===== config.mk =====
export PLATFORM = sky130hd
export DESIGN_NAME = shadow_store_ctrl
export DESIGN_NICKNAME = d
export VERILOG_FILES = /design/src/rtl/sstore_pkg.sv /design/src/rtl/sstore_trig_arb.sv /design/src/rtl/sstore_seq.sv /design/src/rtl/sstore_array.sv /design/src/rtl/sstore_counter.sv /design/src/rtl/shadow_store_ctrl.sv
export SDC_FILE = /design/constraint.sdc
export NUM_CORES = 1
export LEC_CHECK = 0
export BUFFER_PORTS_ARGS = -buffer_cell sky130_fd_sc_hd__buf_2
export CAP_MARGIN = 25
export CORE_UTILIZATION = 60
export DETAILED_ROUTE_END_ITERATION = 7
export PLACE_DENSITY = 0.8
export SLEW_MARGIN = 10
export SYNTH_ARGS = -nofsm -noshare
export SYNTH_HDL_FRONTEND = slang
export SYNTH_HIERARCHICAL = 1
export SYNTH_SLANG_ARGS = --single-unit

===== constraint.sdc =====
create_clock -name clk -period 15.4 [get_ports clk]
set_input_delay 3.08 -clock clk [delete_from_list [all_inputs] [get_ports clk]]
set_output_delay 3.08 -clock clk [all_outputs]
set_load 0.05 [all_outputs]

===== src/rtl/sstore_pkg.sv =====
// Shared types for the shadow store/recall controller.
// Assumes: encodings below are visible at the top-level store_src port.
package sstore_pkg;
    typedef enum logic [1:0] {
        SRC_NONE = 2'd0,
        SRC_SW   = 2'd1,
        SRC_HW   = 2'd2,
        SRC_PF   = 2'd3
    } src_e;

    typedef enum logic [1:0] {
        ST_IDLE   = 2'd0,
        ST_STORE  = 2'd1,
        ST_RECALL = 2'd2
    } state_e;
endpackage


===== src/rtl/sstore_trig_arb.sv =====
// Trigger arbiter: detects request edges and picks one store source.
// Assumes: requests are synchronous to clk; the dirty flag is registered
// elsewhere; requests outside idle are dropped, not queued.
module sstore_trig_arb
    import sstore_pkg::*;
(
    input  logic clk,
    input  logic rst_n,
    input  logic idle,
    input  logic dirty,
    input  logic pwr_fail,
    input  logic hw_req_n,
    input  logic sw_store,
    output src_e start_src
);
    logic pf_q;
    logic hw_q;
    logic pf_edge;
    logic hw_edge;

    // Previous values of the edge-triggered request inputs.
    always_ff @(posedge clk) begin
        if (!rst_n) begin
            pf_q <= 1'b0;
            hw_q <= 1'b1;
        end else begin
            pf_q <= pwr_fail;
            hw_q <= hw_req_n;
        end
    end

    assign pf_edge = pwr_fail && !pf_q;
    assign hw_edge = !hw_req_n && hw_q;

    // Fixed-priority pick; clean hardware/power-fail requests count as absent.
    always_comb begin
        start_src = SRC_NONE;
        if (idle) begin
            if (pf_edge && dirty)      start_src = SRC_PF;
            else if (hw_edge && dirty) start_src = SRC_HW;
            else if (sw_store)         start_src = SRC_SW;
        end
    end
endmodule


===== src/rtl/sstore_seq.sv =====
// Transfer sequencer: runs STORE and RECALL for fixed cycle counts.
// Assumes: STORE_CYC and RECALL_CYC are at least 1; a RECALL follows reset.
module sstore_seq
    import sstore_pkg::*;
#(
    parameter int STORE_CYC  = 8,
    parameter int RECALL_CYC = 6
) (
    input  logic clk,
    input  logic rst_n,
    input  src_e start_src,
    output logic idle,
    output logic store_done,
    output logic recall_done,
    output src_e cur_src
);
    localparam int MAXC = (STORE_CYC > RECALL_CYC) ? STORE_CYC : RECALL_CYC;
    localparam int CW   = (MAXC > 1) ? $clog2(MAXC) : 1;
    localparam logic [CW-1:0] LAST_S = CW'(STORE_CYC - 1);
    localparam logic [CW-1:0] LAST_R = CW'(RECALL_CYC - 1);

    state_e         st_q;
    logic [CW-1:0]  cnt_q;
    src_e           src_q;
    logic           last;

    assign last = (st_q == ST_STORE)  ? (cnt_q == LAST_S) :
                  (st_q == ST_RECALL) ? (cnt_q == LAST_R) : 1'b0;

    // State, cycle count and captured source of the running transfer.
    always_ff @(posedge clk) begin
        if (!rst_n) begin
            st_q  <= ST_RECALL;
            cnt_q <= '0;
            src_q <= SRC_NONE;
        end else if (st_q == ST_IDLE) begin
            if (start_src != SRC_NONE) begin
                st_q  <= ST_STORE;
                cnt_q <= '0;
                src_q <= start_src;
            end
        end else if (last) begin
            st_q  <= ST_IDLE;
            cnt_q <= '0;
            src_q <= SRC_NONE;
        end else begin
            cnt_q <= cnt_q + 1'b1;
        end
    end

    assign idle        = (st_q == ST_IDLE);
    assign store_done  = (st_q == ST_STORE) && last;
    assign recall_done = (st_q == ST_RECALL) && last;
    assign cur_src     = src_q;


    store_len_chk: assert property (@(posedge clk) disable iff (!rst_n)
        (st_q == ST_STORE) |-> (cnt_q <= LAST_S));


    busy_drop_chk: assert property (@(posedge clk) disable iff (!rst_n)
        (start_src != SRC_NONE) |-> (st_q == ST_IDLE));


    recall_once_chk: assert property (@(posedge clk) disable iff (!rst_n)
        (st_q == ST_IDLE) |=> (st_q != ST_RECALL));
endmodule


===== src/rtl/sstore_array.sv =====
// Working array, shadow copy and bus access gate.
// Assumes: array and shadow are not reset (shadow models nonvolatile
// contents); bus inputs are synchronous to clk.
module sstore_array #(
    parameter int ADDR_W = 4,
    parameter int DATA_W = 8
) (
    input  logic              clk,
    input  logic              rst_n,
    input  logic              ce_n,
    input  logic              oe_n,
    input  logic              we_n,
    input  logic              hw_req_n,
    input  logic [ADDR_W-1:0] addr,
    input  logic [DATA_W-1:0] wdata,
    input  logic              idle,
    input  logic              store_done,
    input  logic              recall_done,
    output logic [DATA_W-1:0] rdata,
    output logic              rdata_oe,
    output logic              dirty
);
    localparam int DEPTH = 1 << ADDR_W;

    logic              wr_cond;
    logic              rd_cond;
    logic              commit;
    logic              wr_act_q;
    logic [ADDR_W-1:0] lat_addr;
    logic [DATA_W-1:0] lat_data;
    logic              dirty_q;
    logic [DATA_W-1:0] word_rd [DEPTH];

    assign wr_cond = !ce_n && !we_n && hw_req_n && idle;
    assign rd_cond = !ce_n && !oe_n && we_n && hw_req_n && idle;
    assign commit  = wr_act_q && idle && hw_req_n && (ce_n || we_n);

    // Tracks an open write and samples its address and data each cycle.
    always_ff @(posedge clk) begin
        if (!rst_n) begin
            wr_act_q <= 1'b0;
            lat_addr <= '0;
            lat_data <= '0;
        end else begin
            wr_act_q <= wr_cond;
            if (wr_cond) begin
                lat_addr <= addr;
                lat_data <= wdata;
            end
        end
    end

    // Dirty mark: set by a committed write, cleared by a finished transfer.
    always_ff @(posedge clk) begin
        if (!rst_n)                        dirty_q <= 1'b0;
        else if (store_done || recall_done) dirty_q <= 1'b0;
        else if (commit)                   dirty_q <= 1'b1;
    end

    for (genvar g = 0; g < DEPTH; g++) begin : g_word
        logic [DATA_W-1:0] work_q;
        logic [DATA_W-1:0] shad_q;

        // Working word: restored by RECALL or updated by a committed write.
        always_ff @(posedge clk) begin
            if (recall_done)                                work_q <= shad_q;
            else if (commit && (lat_addr == ADDR_W'(g)))    work_q <= lat_data;
        end

        // Shadow word: captured from the working word when STORE ends.
        always_ff @(posedge clk) begin
            if (store_done) shad_q <= work_q;
        end

        assign word_rd[g] = work_q;
    end

    assign rdata    = rd_cond ? word_rd[addr] : '0;
    assign rdata_oe = rd_cond;
    assign dirty    = dirty_q;


    dirty_set_chk: assert property (@(posedge clk) disable iff (!rst_n)
        commit |=> dirty_q);


    dirty_clr_chk: assert property (@(posedge clk) disable iff (!rst_n)
        (store_done || recall_done) |=> !dirty_q);


    no_open_write_chk: assert property (@(posedge clk) disable iff (!rst_n)
        !idle |=> !wr_act_q);
endmodule


===== src/rtl/sstore_counter.sv =====
// Saturating counter of executed stores.
// Assumes: inc is a single-cycle pulse per completed store.
module sstore_counter #(
    parameter int CNT_W = 8
) (
    input  logic             clk,
    input  logic             rst_n,
    input  logic             inc,
    output logic [CNT_W-1:0] cnt
);
    localparam logic [CNT_W-1:0] CMAX = {CNT_W{1'b1}};

    logic [CNT_W-1:0] cnt_q;
    logic             past_ok;

    // Count executed stores, holding at the top value.
    always_ff @(posedge clk) begin
        if (!rst_n)                    cnt_q <= '0;
        else if (inc && cnt_q != CMAX) cnt_q <= cnt_q + 1'b1;
    end

    // Marks that one clock has passed since reset, for history checks.
    always_ff @(posedge clk) begin
        if (!rst_n) past_ok <= 1'b0;
        else        past_ok <= 1'b1;
    end

    assign cnt = cnt_q;


    cnt_mono_chk: assert property (@(posedge clk) disable iff (!rst_n)
        past_ok |-> (cnt_q >= $past(cnt_q)));


    cnt_hold_chk: assert property (@(posedge clk) disable iff (!rst_n)
        (past_ok && !$past(inc)) |-> $stable(cnt_q));
endmodule


===== src/rtl/shadow_store_ctrl.sv =====
// Top: shadow-memory store/recall controller.
// Assumes: all inputs synchronous to clk; busy_n and hw_req_n are kept as
// separate pins (an external open-drain merge is left to the pad ring).
module shadow_store_ctrl
    import sstore_pkg::*;
#(
    parameter int ADDR_W     = 4,
    parameter int DATA_W     = 8,
    parameter int STORE_CYC  = 8,
    parameter int RECALL_CYC = 6,
    parameter int CNT_W      = 8
) (
    input  logic              clk,
    input  logic              rst_n,
    input  logic              ce_n,
    input  logic              oe_n,
    input  logic              we_n,
    input  logic [ADDR_W-1:0] addr,
    input  logic [DATA_W-1:0] wdata,
    output logic [DATA_W-1:0] rdata,
    output logic              rdata_oe,
    input  logic              hw_req_n,
    input  logic              sw_store,
    input  logic              pwr_fail,
    output logic              busy_n,
    output logic [1:0]        store_src,
    output logic [CNT_W-1:0]  store_count
);
    logic idle;
    logic dirty;
    logic store_done;
    logic recall_done;
    src_e start_src;
    src_e cur_src;

    sstore_trig_arb u_arb (
        .clk       (clk),
        .rst_n     (rst_n),
        .idle      (idle),
        .dirty     (dirty),
        .pwr_fail  (pwr_fail),
        .hw_req_n  (hw_req_n),
        .sw_store  (sw_store),
        .start_src (start_src)
    );

    sstore_seq #(
        .STORE_CYC  (STORE_CYC),
        .RECALL_CYC (RECALL_CYC)
    ) u_seq (
        .clk         (clk),
        .rst_n       (rst_n),
        .start_src   (start_src),
        .idle        (idle),
        .store_done  (store_done),
        .recall_done (recall_done),
        .cur_src     (cur_src)
    );

    sstore_array #(
        .ADDR_W (ADDR_W),
        .DATA_W (DATA_W)
    ) u_array (
        .clk         (clk),
        .rst_n       (rst_n),
        .ce_n        (ce_n),
        .oe_n        (oe_n),
        .we_n        (we_n),
        .hw_req_n    (hw_req_n),
        .addr        (addr),
        .wdata       (wdata),
        .idle        (idle),
        .store_done  (store_done),
        .recall_done (recall_done),
        .rdata       (rdata),
        .rdata_oe    (rdata_oe),
        .dirty       (dirty)
    );

    sstore_counter #(
        .CNT_W (CNT_W)
    ) u_cnt (
        .clk   (clk),
        .rst_n (rst_n),
        .inc   (store_done),
        .cnt   (store_count)
    );

    assign busy_n    = idle;
    assign store_src = cur_src;


    gate_busy_chk: assert property (@(posedge clk) disable iff (!rst_n)
        !busy_n |-> !rdata_oe);


    clean_skip_chk: assert property (@(posedge clk) disable iff (!rst_n)
        (busy_n && !dirty && !sw_store) |=> busy_n);
endmodule


# Word level (Yosys, flattened, before mapping)

Cells that the tools add are included.

Register bits after elaboration: 287
Input port bits: 20
Output and inout port bits: 20
Logic and storage cells: 180

$add $sub $neg: 2
Magnitude comparators: 1
Eq/ne operators: 21
Mux-type cells: 50
Bitwise logic cells: 2
Reductions and logical operators: 62

Operators with widths:

| cell                | number |
|---|---|
| $mux 8              | 35 |
| $reduce_bool 2->1   | 18 |
| $logic_and 1x1->1   | 33 |
| $bmux 8 s4          | 1 |
| $eq 4x4->1 const B  | 8 |
| $eq 4x3->1 const B  | 4 |
| $mux 2              | 8 |
| $mux 3              | 3 |
| $add 8x1->8 const B | 1 |
| $eq 4x2->1 const B  | 2 |
| $ne 8x8->1 const B  | 1 |
| $eq 3x3->1 const B  | 2 |
| $ge 5x5->1 const B  | 1 |
| $logic_not 1->1     | 5 |
| $not 4->5           | 1 |
| $eq 4x1->1 const B  | 1 |
| $logic_not 4->1     | 1 |
| $add 3x1->3 const B | 1 |
| $mux 1              | 3 |
| $eq 2x1->1 const B  | 1 |
| $eq 2x2->1 const B  | 1 |
| $logic_not 2->1     | 1 |
| $logic_or 1x1->1    | 2 |
| $ne 2x2->1 const B  | 1 |
| other kinds (3)     | 3 |

# Longest topological paths before layout

Depth after elaboration: 9
Gate-level depth with buffers: 10

# By module

The synthesis kept the hierarchy.

Modules (own cells, without submodules):

| module          | times used | cells each | area each (µm²) | sequential area each (µm²) |
|---|---|---|---|---|
| sstore_array    | 1          | 718        | 10,645.2        | 7,967.6 |
| sstore_counter  | 1          | 47         | 404.1           | 160.2 |
| sstore_seq      | 1          | 40         | 354.1           | 140.1 |
| sstore_trig_arb | 1          | 11         | 111.4           | 40.0 |

# Least setup slack after synthesis

OpenSTA, ideal clock, no wires.

Path type: input port to output port
From: in addr[1]
To: out rdata[6]
Arrival time: 5,055 ps
Required time: 12,320 ps
Setup slack: 7,265 ps
Cell stages on the path: 6
Path through: buf_6 -> buf_12 -> mux4_2 -> nor2b_1 -> a211oi_2 -> a211oi_1

Longest elaborated chain between the ends: 5

RTL lines:

| what                                      | line                    | RTL |
|---|---|---|
| from (decl)                               | shadow_store_ctrl.sv:18 | `input logic [ADDR_W-1:0] addr,` |
| $not 4->5 (not written as such)           | sstore_array.sv:78      | `assign rdata = rd_cond ? word_rd[addr] : '0;` |
| $bmux 8 s4                                | sstore_array.sv:78      |  |
| $mux 8 (not written as such) (2 in a row) | sstore_array.sv:78      |  |
| $mux 8                                    | sstore_array.sv:78      |  |
| to (decl)                                 | shadow_store_ctrl.sv:20 | `output logic [DATA_W-1:0] rdata,` |

No other way between the ends. The select of a mux whose other input is x is not followed.

# Worst setup path in the final report

From: in addr[1]
To: out rdata[3]

Same word-level chain as after synthesis.

==> impl_metrics.yaml <==
sta:
  worst_pin_slew_ns: 1.021
  fmax_mhz: 119.3
  rsz0062_at_grt: "false"
  hold_viol: 0
  skew_ns: 0.008578
  setup_ws_ns: 7.018
  hold_ws_ns: 0.4440
  setup_viol: 0
  tns_ns: 0
  slew_violations: 0
  relSlewSlack_pct: 31.92
  layout_min_cycle_time_ns: 8.382
  period_share_pct: 54.43
synth:
  synth-warning-count: 6
  synth_top_cell_area_share_pct: 66.76
  syn_area_um2: 11510
  synth_top_area_cell: "edfxtp_1"
  synthCells: 816
  synth_seq_cells: 287
  ys_types: 51
  ys_top_cells_by_area: "edfxtp_1 (67%), nand2_1 (9.6%), dfxtp_1 (5.4%)"
  synth_ff_type: "edfxtp_1"
  synth_edf_count: 256
  syn_nets: 840
  syn_avg_cell_area_um2: 14.11
  async_reset_ff_share_pct: 0
  synth_seq_area_share_pct: 72.15
cts:
  numCtsBuffers: 29
  cts_hold_buf: 0
  clockBufferDepth: 3
  cts_sinks: 287
  h-tree-depth: 1
  post_cts_buffers: 0
  cts.reportedPaths.clkPinSlew_ns: 0.06
  clockRootBuffer: "clkbuf_16"
  cts_tree: "done"
  cts_resized: 0
  clock_latency_ns: 0.54
finish:
  antenna_cells: 0
  drive_gt1_share_pct: 14.73
  regArea_um2: 8308
  area_delta_synth_final_pct: 10.66
  fin_cells: 1096
  multi_input_area_um2: 2938
  final_core_util_pct: 67.89
  fillers: 1249
  final_common_cell: "nand2_1"
  final_area_um2: 12740
  most-common-layout-cells: "nand2_1 (294), edfxtp_1 (256), buf_2 (39)"
  nNetsFinal: 865
worst_hold_path:
  hold_class: "flop to flop"
  min_to: "u_array/g_word[4].shad_q[0]$_DFFE_PP_"
  hp-start: "u_array/g_word[4].work_q[0]$_DFFE_PP_"
  hold_depth: 0
routing:
  drt_iter0_drc: 745
  via_per_inst: 6.067
  detail-route-antenna-nets: 0
  drc: 0
  drt_first_pass_iters: 5
  wl_um: 23540
  num_vias: 6649
  wl_per_cell_um: 21.48
die:
  die_w_um: 140.5
  die_area_um2: 19750
  ios: 40
  die_h_um: 140.5
  core_area_um2: 18770
  std_cell_rows: 50
  initial_utilization_pct: 61.35
power_and_ir_drop:
  p_total_mw: 1.584
  p_leak_nw: 5.241
  irDropWorstVdd_mv: 0.1317
  power_density_nw_per_um2: 124.3
global_route:
  grt_pass1_wl_um: 36120
  grt_pass1_vias: 6465
  grtUsageTotal_pct: 24.44
  antenna_found_initial: 0
  grt_start_max_net_pins: 101
  overflow: 0
critical_path:
  timing.rr.start: "u_seq/cnt_q[0]$_SDFFE_PN0P_"
  cp_max_fo: 25
  critPathMaxStageDelay_ns: 0.65
  critical_path_arrival_ns: 5.30
  crit_required_ns: 12.32
  startpoint_type: "input port"
  ff2ff_path_depth: 7
  path_class: "input port to primary output"
  endpoint_kind: "primary output"
  reg2reg_to: "u_array/g_word[5].work_q[6]$_DFFE_PP_"
  crit_chain: "buf_2, mux4_1, nor2b_1, a211oi_1, a211oi_1, buf_2"
  crit_slowest_cell: "buf_2"
  reg2reg_slack_ns: 11.96
placed_design:
  dp_cells: 1044
  dp_slack_ns: 7.031
  dpl.hpwl_um: 13620
  placed_area_um2: 11810
  port_buffers: 39
  globalplace.congestion: 0.7674
outcome:
  status: "complete, no violations"
job:
  cap_violations: 0
-- final cells by class --
cell class | instances | area share, %
sequential | 287 | 65.20
multi-input combinational | 469 | 23.06
clock buffer | 32 | 5.784
tap | 234 | 2.298
timing repair buffer | 44 | 1.826
clock inverter | 20 | 1.542
inverter | 10 | 0.2946
-- critical path, delay by kind of cell --
family | cells | cell delay, ns
multiplexers | 1 | 0.64
AND/OR/NAND/NOR | 1 | 0.14
buffers and inverters | 2 | 0.91
AO/OA/AOI/OAI | 2 | 0.52
-- routing by layer --
layer,up-vias,GRT usage [%],part of all wire (%)
met4,0,6.465,1.8
met5,-,0,0
met2,326,38.45,48
met3,40,4.684,8.0
met1,3282,35.56,43
li1,3001,-,-
-- synth_stat cells, types with 5 or more instances --
cell,instances
a21oi_1,8
mux2i_1,10
mux4_1,10
buf_4,5
buf_2,11
a21o_1,12
edfxtp_1,256
a211oi_1,18
a21boi_0,13
nor2b_1,10
nor3_1,6
nor2_1,5
nand2b_1,11
inv_1,10
clkbuf_1,32
mux4_2,22
dfxtp_1,31
nand2_1,294
-- worst max path at each step --
stage | start | cells past startpoint | to
floorplan | addr[1] | 6 | rdata[6]
global placement | addr[1] | 6 | rdata[3]
detailed placement | addr[1] | 6 | rdata[3]
CTS | addr[1] | 6 | rdata[3]
global route | addr[1] | 6 | rdata[3]
finish | addr[1] | 6 | rdata[3]
-- cell families after synthesis --
group	synth area share, %
adder cells (fa/ha/maj)	0.4347
AND/OR/NAND/NOR	12.58
flip-flops	72.15
multiplexers	7.454
buffers and inverters	2.445
AO/OA/AOI/OAI	4.933
-- where the power goes --
group / leakage [nW] / total (mW) / internal, mW / switching [mW]
clock network: 0.465 / 0.691 / 0.409 / 0.282
registers: 2.78 / 0.847 / 0.845 / 0.00266
logic: 2.00 / 0.0458 / 0.0168 / 0.0290
total: 5.24 / 1.58 / 1.27 / 0.313
-- registers in the layout, summed over array words and instances, names as in the netlist --
name and flops:
u_array/g_word.shad_q 128, u_array/g_word.work_q 128, u_array/lat_data 8, u_cnt/cnt 8
u_array/lat_addr 4, u_seq/cnt_q 3, u_seq/cur_src 2, u_seq/st_q 2
u_arb/hw_q 1, u_arb/pf_q 1, u_array/dirty 1, u_array/wr_act_q 1
No activity file was read; power rests on OpenSTA's default activity.
